## config.mk

```make
export PLATFORM = sky130hd
export DESIGN_NAME = xlate_guard
export DESIGN_NICKNAME = d
export VERILOG_FILES = /design/src/rtl/xg_pkg.sv /design/src/rtl/xg_regs.sv /design/src/rtl/xg_check.sv /design/src/rtl/xg_stage.sv /design/src/rtl/xlate_guard.sv
export SDC_FILE = /design/constraint.sdc
export NUM_CORES = 1
export LEC_CHECK = 0
export ABC_AREA = 0
export BUFFER_PORTS_ARGS = -buffer_cell sky130_fd_sc_hd__buf_2
export CAP_MARGIN = 20
export CORE_ASPECT_RATIO = 1.2
export CORE_MARGIN = 2
export CORE_UTILIZATION = 40
export DETAILED_ROUTE_END_ITERATION = 16
export GPL_TIMING_DRIVEN = 0
export HOLD_SLACK_MARGIN = 0.08
export SETUP_SLACK_MARGIN = 0.2
export SYNTH_ARGS = -nofsm -noshare
export SYNTH_HDL_FRONTEND = slang
export SYNTH_SLANG_ARGS = --single-unit
```

## constraint.sdc

```tcl
create_clock -name clk -period 3.3 [get_ports clk]
set_clock_uncertainty 0.05 [all_clocks]
set_input_delay 0.66 -clock clk [delete_from_list [all_inputs] [get_ports clk]]
set_output_delay 0.66 -clock clk [all_outputs]
set_load 0.1 [all_outputs]
```

## src/rtl/xg_pkg.sv

```systemverilog
package xg_pkg;
   typedef enum logic [1:0] {
      XG_FENCE   = 2'd0,
      XG_WINDOW  = 2'd1,
      XG_RELOC   = 2'd2,
      XG_RSVD    = 2'd3
   } xg_mode_e;

   typedef enum logic [2:0] {
      SEL_FENCE = 3'd0,
      SEL_LOW   = 3'd1,
      SEL_HIGH  = 3'd2,
      SEL_BASE  = 3'd3,
      SEL_LIMIT = 3'd4
   } xg_sel_e;

   localparam int XG_NREG = 5;
endpackage

```

## src/rtl/xg_regs.sv

```systemverilog
module xg_regs
   import xg_pkg::*;
#(
   parameter int AW = 32
) (
   input  logic          clk,
   input  logic          rst_n,
   input  logic          wr_en_i,
   input  logic          wr_priv_i,
   input  logic [2:0]    wr_sel_i,
   input  logic [AW-1:0] wr_data_i,
   output logic [AW-1:0] fence_o,
   output logic [AW-1:0] low_o,
   output logic [AW-1:0] high_o,
   output logic [AW-1:0] base_o,
   output logic [AW-1:0] limit_o,
   output logic          wr_fault_o
);
   logic [AW-1:0] val_q [XG_NREG];
   logic          fence_lock_q;
   logic          wr_ok;

   assign wr_ok      = wr_en_i & wr_priv_i;
   assign wr_fault_o = wr_en_i & ~wr_priv_i;

   for (genvar g = 0; g < XG_NREG; g++) begin : g_reg
      localparam bit IS_TOP   = (g == int'(SEL_HIGH)) || (g == int'(SEL_LIMIT));
      localparam bit IS_FENCE = (g == int'(SEL_FENCE));
      localparam logic [AW-1:0] RST_VAL = IS_TOP ? {AW{1'b1}} : {AW{1'b0}};
      logic hit;
      if (IS_FENCE) begin : g_once
         assign hit = wr_ok && (wr_sel_i == 3'(g)) && !fence_lock_q;
      end else begin : g_free
         assign hit = wr_ok && (wr_sel_i == 3'(g));
      end
      always_ff @(posedge clk or negedge rst_n) begin
         if (!rst_n)   val_q[g] <= RST_VAL;
         else if (hit) val_q[g] <= wr_data_i;
      end
   end

   always_ff @(posedge clk or negedge rst_n) begin
      if (!rst_n)                               fence_lock_q <= 1'b0;
      else if (wr_ok && wr_sel_i == SEL_FENCE) fence_lock_q <= 1'b1;
   end

   assign fence_o = val_q[int'(SEL_FENCE)];
   assign low_o   = val_q[int'(SEL_LOW)];
   assign high_o  = val_q[int'(SEL_HIGH)];
   assign base_o  = val_q[int'(SEL_BASE)];
   assign limit_o = val_q[int'(SEL_LIMIT)];
endmodule

```

## src/rtl/xg_check.sv

```systemverilog
module xg_check
   import xg_pkg::*;
#(
   parameter int AW       = 32,
   parameter bit WRAP_ADD = 1'b0
) (
   input  logic [1:0]    mode_i,
   input  logic [AW-1:0] addr_i,
   input  logic [AW-1:0] fence_i,
   input  logic [AW-1:0] low_i,
   input  logic [AW-1:0] high_i,
   input  logic [AW-1:0] base_i,
   input  logic [AW-1:0] limit_i,
   output logic          deny_o,
   output logic [AW-1:0] phys_o
);
   logic [AW-1:0] sum;
   logic          carry;

   if (WRAP_ADD) begin : g_wrap
      assign sum   = addr_i + base_i;
      assign carry = 1'b0;
   end else begin : g_strict
      logic [AW:0] wide;
      assign wide  = {1'b0, addr_i} + {1'b0, base_i};
      assign sum   = wide[AW-1:0];
      assign carry = wide[AW];
   end

   always_comb begin
      deny_o = 1'b1;
      phys_o = addr_i;
      unique case (xg_mode_e'(mode_i))
         XG_FENCE:  deny_o = addr_i < fence_i;
         XG_WINDOW: deny_o = (addr_i < low_i) || (addr_i > high_i);
         XG_RELOC: begin
            deny_o = (addr_i > limit_i) || carry;
            phys_o = sum;
         end
         default:   deny_o = 1'b1;
      endcase
   end
endmodule

```

## src/rtl/xg_stage.sv

```systemverilog
module xg_stage #(
   parameter int AW = 32
) (
   input  logic          clk,
   input  logic          rst_n,
   input  logic          req_i,
   input  logic          deny_i,
   input  logic          fault_i,
   input  logic [AW-1:0] phys_i,
   output logic          ack_o,
   output logic          valid_o,
   output logic          trap_o,
   output logic [AW-1:0] paddr_o
);
   logic fire;
   assign fire = req_i & ~deny_i & ~fault_i;

   always_ff @(posedge clk or negedge rst_n) begin
      if (!rst_n) begin
         ack_o   <= 1'b0;
         valid_o <= 1'b0;
         trap_o  <= 1'b0;
         paddr_o <= '0;
      end else begin
         ack_o   <= req_i;
         valid_o <= fire;
         trap_o  <= (req_i & deny_i) | fault_i;
         paddr_o <= fire ? phys_i : '0;
      end
   end
endmodule

```

## src/rtl/xlate_guard.sv

```systemverilog
module xlate_guard #(
   parameter int AW       = 32,
   parameter bit WRAP_ADD = 1'b0
) (
   input  logic          clk,
   input  logic          rst_n,
   input  logic          req_i,
   input  logic          priv_i,
   input  logic [1:0]    mode_i,
   input  logic [AW-1:0] addr_i,
   input  logic          wr_en_i,
   input  logic [2:0]    wr_sel_i,
   input  logic [AW-1:0] wr_data_i,
   output logic          ack_o,
   output logic          bus_valid_o,
   output logic [AW-1:0] paddr_o,
   output logic          trap_o
);
   if (AW < 4 || AW > 64) begin : g_bad_aw
      $error("xlate_guard: AW must lie in 4..64");
   end

   logic [AW-1:0] fence, low, high, base, limit, chk_phys, out_phys;
   logic          wr_fault, chk_deny, user_deny;

   xg_regs #(.AW(AW)) i_regs (
      .clk(clk), .rst_n(rst_n), .wr_en_i(wr_en_i), .wr_priv_i(priv_i),
      .wr_sel_i(wr_sel_i), .wr_data_i(wr_data_i),
      .fence_o(fence), .low_o(low), .high_o(high), .base_o(base),
      .limit_o(limit), .wr_fault_o(wr_fault)
   );

   xg_check #(.AW(AW), .WRAP_ADD(WRAP_ADD)) i_check (
      .mode_i(mode_i), .addr_i(addr_i), .fence_i(fence), .low_i(low),
      .high_i(high), .base_i(base), .limit_i(limit),
      .deny_o(chk_deny), .phys_o(chk_phys)
   );

   assign user_deny = ~priv_i & chk_deny;
   assign out_phys  = priv_i ? addr_i : chk_phys;

   xg_stage #(.AW(AW)) i_stage (
      .clk(clk), .rst_n(rst_n), .req_i(req_i), .deny_i(user_deny),
      .fault_i(wr_fault), .phys_i(out_phys),
      .ack_o(ack_o), .valid_o(bus_valid_o), .trap_o(trap_o), .paddr_o(paddr_o)
   );
endmodule

```

=== Yosys cells after proc, flatten, opt, wreduce, memory -nomap -nowiden ===
Cells that the tools add are included.

* Register bits after elaboration: 196
* Input bits: 74
* Output and inout bits: 35
* Logic and storage cells: 46

* Add/subtract/negate cells: 1
* Order comparisons: 4
* Equal/unequal tests: 6
* Multiplexer cells: 4
* Bitwise operators: 10
* Reductions and logical operators: 11

{| class="wikitable"
|+ Operator list
! cell !! count
|-
| 32-bit 2-to-1 mux || 3
|-
| 32-bit greater-than comparator || 2
|-
| 32-bit < comparator || 2
|-
| 32-bit by 32-bit adder with 33-bit output || 1
|-
| 1-bit bitwise AND || 6
|-
| 3-bit by 2-bit equality test with 1-bit output (second input constant) || 2
|-
| 1-bit logical AND || 6
|-
| 3-bit by 1-bit equality test with 1-bit output (second input constant) || 1
|-
| 3-bit equality test (second input constant) || 1
|-
| 3-bit zero test || 1
|-
| 1-bit NOT || 3
|-
| 1-bit case mux with 3 select lines || 1
|-
| 2-bit by 1-bit equality test with 1-bit output (second input constant) || 1
|-
| 2-bit equality test (second input constant) || 1
|-
| 2-bit zero test || 1
|-
| 1-bit logical OR || 2
|-
| 1-bit zero test || 1
|-
| 1-bit bitwise OR || 1
|}

=== Logic depth before layout (Yosys ltp) ===
Gate-level depths: netlist of the first run.

* Depth after elaboration: 8
* Gate-level depth with buffers: 12
* Depth with buffers taken out: 11

=== Hierarchy ===
A second synthesis of the first run with hierarchy kept.

* Cells, all modules: 1190
* Area, all modules: 13216.4 um^2

{| class="wikitable"
|+ By module, submodules not included
! module !! times used !! cells each !! area each (um^2) !! sequential area each (um^2)
|-
| xg_regs || 1 || 349 || 6208.5 || 4108.9
|-
| xg_check || 1 || 726 || 5087.4 || 0.0
|-
| xg_stage || 1 || 78 || 1373.8 || 875.8
|-
| xlate_guard || 1 || 37 || 546.8 || 0.0
|}

=== Least setup slack after synthesis of the first run ===
Ideal clock, no wire load.

* Kind: input to register
* From: in addr_i[0]
* To: reg i_stage.paddr_o[1]
* Library setup time: 138 ps
* Arrival time: 2766 ps
* Required time: 3112 ps
* Slack: 346 ps
* Stages on the path: 12
* Buffers on the path: 1
* Cells stage by stage: ha_1 -> inv_1 -> fa_1 -> nor2b_1 -> o311a_1 -> o21ai_1 -> a31oi_1 -> nand4_1 -> nand3_2 -> a21o_1 -> clkbuf_1 -> a211oi_1

* Longest elaborated chain between the ends: 8
* Elaborated cells on any way between the ends: 15
* Classes of those cells: add/sub (1); order compare (4); mux (4); bitwise (4); reduce/logical (2)

{| class="wikitable"
|+ Ends and longest elaborated chain
! what !! line !! text
|-
| start: declaration || xlate_guard.sv:10 || <nowiki>input logic [AW-1:0] addr_i,</nowiki>
|-
| 32-bit by 32-bit adder with 33-bit output (tied with other cells) || xg_check.sv:25 || <nowiki>assign wide = {1'b0, addr_i} + {1'b0, base_i};</nowiki>
|-
| 1-bit logical OR (on tied branches) || xg_check.sv:37, xg_check.sv:35 ||
|-
| 1-bit case mux with 3 select lines || xg_check.sv:33 || <nowiki>unique case (xg_mode_e'(mode_i))</nowiki>
|-
| 1-bit bitwise AND || xlate_guard.sv:39 || <nowiki>assign user_deny = ~priv_i & chk_deny;</nowiki>
|-
| 1-bit NOT || xg_stage.sv:16 || <nowiki>assign fire = req_i & ~deny_i & ~fault_i;</nowiki>
|-
| 1-bit bitwise AND (2 in a row) || xg_stage.sv:16 ||
|-
| 32-bit 2-to-1 mux (*) || xg_stage.sv:28 || <nowiki>paddr_o <= fire ? phys_i : '0;</nowiki>
|-
| end signal: assignment || xg_stage.sv:28 ||
|-
| end: declaration || xg_stage.sv:13 || <nowiki>output logic [AW-1:0] paddr_o</nowiki>
|}

Mark *: on every way between the ends. The rest lies on a longest branch, timed or not.
A chain may end at the register's enable or synchronous reset.

=== Worst setup path after layout of the first run ===
* From: reg i_regs.val_q (netlist bit i_regs.limit_o[30])
* To: reg i_stage.trap_o

* Longest elaborated chain between the ends: 6

{| class="wikitable"
|+ Ends and longest elaborated chain
! what !! line !! text
|-
| start: declaration || xg_regs.sv:19 || <nowiki>logic [AW-1:0] val_q [XG_NREG];</nowiki>
|-
| start signal: indexed assignment || xg_regs.sv:38 || <nowiki>else if (hit) val_q[g] <= wr_data_i;</nowiki>
|-
| 32-bit greater-than comparator || xg_check.sv:37 || <nowiki>deny_o = (addr_i > limit_i) || carry;</nowiki>
|-
| 1-bit logical OR || xg_check.sv:37 ||
|-
| 1-bit case mux with 3 select lines || xg_check.sv:33 ||
|-
| 1-bit bitwise AND || xlate_guard.sv:39 ||
|-
| 1-bit bitwise AND || xg_stage.sv:27 || <nowiki>trap_o <= (req_i & deny_i) | fault_i;</nowiki>
|-
| 1-bit bitwise OR || xg_stage.sv:27 ||
|-
| end signal: assignment || xg_stage.sv:27 ||
|-
| end: declaration || xg_stage.sv:12 || <nowiki>output logic trap_o,</nowiki>
|}

No other way between the ends.

==> results.toml, run 1 <==
[die]
initial_core_util_pct = 40.3
core_um2 = 30200
rows = 70
io_pins = 109
die_area_um2 = 31900
dieHeight_um = 195
fp.dieW_um = 163

[min_path]
hp-class = "input port to async pin"

[synth]
ys_types = 75
async_flop_share_pct = 100
syn_area_per_cell_um2 = 9.44
synth_edf_count = 0
yosysSeqAreaShare_pct = 40.9
yosys_warnings = 0
synth_cells = 1291
synth_fp_nets = 1524
synth_area_um2 = 12200
synth-seq-cells = 196
ys.flop_type = "dfrtp_1"

[power_and_ir_drop]
ir_worst_vdd_mv = 0.261
power_mw = 8.77
p_leak_nw = 6.76
p_per_area_nw_per_um2 = 610

[global_routing]
track_usage_pct = 22.8
grt_max_degree = 117
grt_overflow = 0
grt_pass1_vias = 9882
grt_antenna_before_repair = 2
grt_pass1_wl_mm = 55.4

[worst_setup_path]
worstPathRequired_ps = 3550
cp_cell_sequence = "inv_2 > ha_4 > nand4_1 > buf_4 > a211oi_1 > o31a_1 > nor4_2 > nand3_2 > buf_4 > a31oi_1 > nor3_1"
worstSetupEndpointType = "flop"
crit_arrival_ps = 3340
cpPeakStageDelay_ps = 540
worst-r2r-setup-slack_ps = 200
r2r_start = "i_regs.limit_o[30]"
slowest_stage = "dfstp_2"
path_class = "flop to flop"
reg2reg_depth = 11
path_max_fanout = 4
start_kind = "flop"
r2r_end = "i_stage.trap_o"
cp_common_cell = "buf_4"

[placement]
dp_hpwl_mm = 26.6
placedCellCount = 1798
place.gp.congestion = 0.932
io_buffer_count = 108

[sta]
holdWs_ps = 177
fin_crit_ps = 3100
setup_violations = 0
fmax_mhz = 323
worst_pin_slew_ps = 951
finalHoldViolCount = 0
timing.slew.headroom_pct = 36.6
fin_crit_sh_pct = 93.9
drv_slew = 0
rsz0062_at_grt = "yes"

[finish]
final_cells = 1844
layout-drive-gt1-share_pct = 25.0
layout_common_cells = "nand2_1, ha_1, inv_1"
n_fill_cell = 2910
syn2layout_area_growth_pct = 18.0
nets = 1666
layout_commonest_cell = "nand2_1"

[run]
cap_violations = 0

[clock_tree]
numClockSinks = 196
cts_buffers = 17
cts_buffer_depth = 2
htree_levels = 4
path_clk_slew_ps = 70
cts_hold_buf = 0
clk-insertion-delay-late_ps = 450
tritoncts = "done"
root_buffer = "clkbuf_16"

[detailed_routing]
antenna_left = 0
drtPass1Iterations = 5
wl_per_cell_um = 19.2
num_vias = 10000
routed_wl_mm = 35.5
drcViolationCount = 0
initialDrtViolationCount = 599
via_per_inst = 5.43

[outcome]
status = "complete, no violations"
metal layers:
metal	track usage [%]	wire, um	up-vias
li1	-	-	4816
met3	4.25	1910	71
met2	37.8	17000	246
met4	8.69	1340	0
met1	29.5	15200	4881
met5	0	0	-
cells in the mapped netlist (3+ instances only):
cell         n  area share (%)
o211ai_1     9            0.55
mux2i_1      4            0.33
nand3_1     23            0.94
nor3_1      13            0.53
mux2_2      67             6.2
dfstp_2     64              14
clkbuf_1    31            0.95
nor3b_1      4            0.25
xnor2_1      8            0.58
a21oi_2      4            0.29
nand2b_1     5            0.26
nand2_1    177             5.5
a21o_1      24             1.5
a2111oi_0    4            0.29
xor2_1       5            0.36
a31oi_1     11            0.56
dfrtp_1    132              27
o21ai_0    127             5.2
nand4_1     24             1.2
o21ai_1      5            0.21
and2_1       5            0.26
nand3b_1     5            0.31
a211oi_1     8            0.49
a221oi_1     3            0.22
inv_1      136             4.2
o31a_1       5            0.36
and4_1       3            0.22
nor2_1      50             1.5
or3_1        3            0.15
a21o_2       4            0.29
a21oi_1     90             3.7
nor2b_1     14            0.72
and3_1       5            0.26
ha_1       158              16
nor4_1       6            0.31
where the power goes:
| group | total, mW | internal, mW | switching, mW |
|---|---|---|---|
| logic | 3.24 | 1.26 | 1.98 |
| clock network | 2.27 | 1.32 | 0.956 |
| registers | 3.26 | 3.07 | 0.186 |
| total | 8.77 | 5.64 | 3.13 |
area by class of cell:
cell class	count	area, um^2	share of cell area (%)
diodes	2	5.00	0.0348
plain buffers	37	180	1.25
clock buffers	21	460	3.20
clock inverters	11	176	1.23
inverters	136	510	3.55
multi-input cells	922	6850	47.7
flip-flops and latches	196	4980	34.7
well taps	396	495	3.45
repair buffers	123	707	4.92
critical path, delay by kind of cell (launching register included):
kind,cells,cell delay [ps]
fa+ha+maj,1,270
buf+inv,3,420
flops,1,540
compound gates,3,850
simple gates,4,840
what timing repair did:
item / 4_1_cts / 5_1_grt
resized for setup: 40 / 29
gates cloned: 0 / 0
pin swaps: 15 / 7
buffers inserted: 7 / 5
setup endpoints to repair: 34 / 34
through the flow:
step / util (%) / area (um^2) / worst slack, ps / setup TNS, ps
after global placement: 43.8 / 13200 / -1890 / -316620
final: 47.6 / 14400 / 201 / 0
after global routing: 47.6 / 14400 / 112 / 0
after floorplan: - / 12200 / 346 / 0
after detailed placement: 44.0 / 13300 / -969 / -28460
after CTS: 46.9 / 14200 / 150 / 0
flip-flops by register name (all words and copies together), names as in the netlist, 32 cells and up:
| signal | cells |
|---|---|
| i_regs.limit_o | 32 |
| i_regs.low_o | 32 |
| i_regs.high_o | 32 |
| i_regs.base_o | 32 |
| i_stage.paddr_o | 32 |
| i_regs.fence_o | 32 |
how the worst max path moves through the flow:
stage	start	endpoint	depth (start not counted)
after global placement	rst_n	i_stage.paddr_o[19]	1
after detailed placement	addr_i[30]	i_stage.paddr_o[26]	11
after floorplan	addr_i[0]	i_stage.paddr_o[1]	12
after global routing	i_regs.limit_o[30]	i_stage.paddr_o[29]	12
final	i_regs.limit_o[30]	i_stage.trap_o	11
after CTS	addr_i[0]	i_stage.paddr_o[26]	12
kinds of logic (layout without fill, tap and decap cells):
logic type                 after synthesis  after routing  share of synthesized area [%]
AOI/OAI and AO/OA                      327            327                           16.3
other                                    0              2                              0
muxes                                   71             71                           6.52
and+or+nand+nor                        352            352                           13.5
DFF                                    196            196                           40.9
adders and majority gates              159            159                           16.4
buffers and inverters                  173            328                           5.44
xor gates and xnor gates                13             13                          0.934
(Power assumes the default switching activity.)
==> run 2, diff against run 1 <==
--- a/config.mk
+++ b/config.mk
@@ -14,6 +14,7 @@
 export DETAILED_ROUTE_END_ITERATION = 16
 export GPL_TIMING_DRIVEN = 0
 export HOLD_SLACK_MARGIN = 0.08
+export RECOVER_POWER = 50
 export SETUP_SLACK_MARGIN = 0.2
 export SYNTH_ARGS = -nofsm -noshare
 export SYNTH_HDL_FRONTEND = slang
==> results.toml, run 2 (synthesis results as in run 1) <==
[outcome]
status = "finished, violations left"
violations = "max-capacitance violations, max-slew violations"

[finish]
final_core_util_pct = 47.4
final_cells = 1844
finish.instance_area_um2 = 14300
syn2layout_area_growth_pct = 17.6
layout_commonest_cell = "nand2_1"
nets = 1666
n_fill_cell = 2918
layout_common_cells = "nand2_1, ha_1, inv_1"
layout-drive-gt1-share_pct = 24.7

[worst_setup_path]
path_max_fanout = 4
worst-r2r-setup-slack_ps = 190
worstPathRequired_ps = 3540
start_kind = "flop"
setup.worst_path.start = "i_regs.limit_o[30]"
crit_end = "i_stage.trap_o"
r2r_start = "i_regs.limit_o[30]"
reg2reg_depth = 11
worstSetupEndpointType = "flop"
r2r_end = "i_stage.trap_o"
path_class = "flop to flop"
crit_arrival_ps = 3350

[clock_tree]
cts_hold_buf = 0
clk-insertion-delay-late_ps = 450
path_clk_slew_ps = 70
numClockSinks = 196
cts_buffer_depth = 2
cts_buffers = 17
htree_levels = 4
tritoncts = "done"
root_buffer = "clkbuf_16"

[placement]
io_buffer_count = 108
place_ws_ps = -969
place_area_um2 = 13300
place.gp.congestion = 0.932
placedCellCount = 1798
dp_hpwl_mm = 26.6

[die]
io_pins = 109
die_area_um2 = 31900
core_um2 = 30200
rows = 70
dieHeight_um = 195
initial_core_util_pct = 40.3
fp.dieW_um = 163

[detailed_routing]
initialDrtViolationCount = 604
antenna_left = 0
drtPass1Iterations = 5
num_vias = 10000
wl_per_cell_um = 19.2
drcViolationCount = 0
via_per_inst = 5.43
routed_wl_mm = 35.5

[sta]
fin_ws_ps = 194
timing.slew.headroom_pct = -11.0
worst_pin_slew_ps = 1660
rsz0062_at_grt = "yes"
fmax_mhz = 322
fin_crit_sh_pct = 94.1
fin_crit_ps = 3110
setup_violations = 0
finalHoldViolCount = 0
drv_slew = 126

[global_routing]
grt_pass1_wl_mm = 55.4
track_usage_pct = 22.8
grt_pass1_vias = 9882
grt_max_degree = 117
grt_antenna_before_repair = 2
grt_overflow = 0

[run]
cap_violations = 2

[power_and_ir_drop]
p_leak_nw = 6.74
p_per_area_nw_per_um2 = 611
ir_worst_vdd_mv = 0.260

[min_path]
hp-class = "input port to flop"
run 2: critical path, cell delays in order (launching register included):
cell,delay (ps)
dfstp_2,540
inv_2,40
ha_4,260
nand4_1,260
buf_4,250
a211oi_1,510
o31a_1,240
nor4_2,60
nand3_2,120
buf_4,130
a31oi_1,80
nor3_1,420
run 2: worst min path at each step:
stage / startpoint / endpoint / slack (ps) / cells past startpoint
after global routing: req_i / i_stage.ack_o / 410 / 1
after floorplan: rst_n / i_regs.base_o[0] / 310 / 0
after CTS: rst_n / i_regs.fence_o[2] / 240 / 2
after detailed placement: i_regs.fence_lock_q / i_regs.fence_lock_q / 400 / 1
after global placement: i_regs.fence_lock_q / i_regs.fence_lock_q / 400 / 1
final: req_i / i_stage.ack_o / 410 / 1
run 2: repair_timing:
item / 4_1_cts / 5_1_grt
setup endpoints to repair: 34 / 34
endpoints found under the hold margin: 0 / 0
pin swaps: 15 / 7
buffers inserted: 7 / 5
gates resized for setup: 40 / 29
run 2: layer usage:
metal | up-vias | track usage, % | part of all wire [%]
met5 | - | 0 | 0
met4 | 0 | 8.69 | 3.8
met3 | 73 | 4.25 | 5.3
met2 | 243 | 37.8 | 48
met1 | 4888 | 29.5 | 43
li1 | 4818 | - | -
run 2: final cells by class:
class	count	area [um^2]	share of cell area, %
timing repair buffer	123	673	4.70
clock inverter	11	176	1.23
sequential	196	4980	34.8
multi-input combinational	922	6850	47.8
clock buffer	21	460	3.21
antenna	2	5.00	0.0349
inverter	136	510	3.56
buffer	37	180	1.26
tap	396	495	3.46
run 2: per-stage QoR:
step	power (mW)	TNS (ps)	hold WS [ps]
after CTS	8.75	0	240
after global routing	9.35	0	406
after floorplan	5.50	0	314
after detailed placement	6.36	-28460	403
final	8.76	0	414
after global placement	6.26	-316620	399
run 2: report_power, final:
group          leakage, nW  internal [mW]  switching (mW)
combinational         4.14           1.25            1.98
clock                0.307           1.32           0.962
sequential            2.29           3.07           0.187
total                 6.74           5.64            3.13
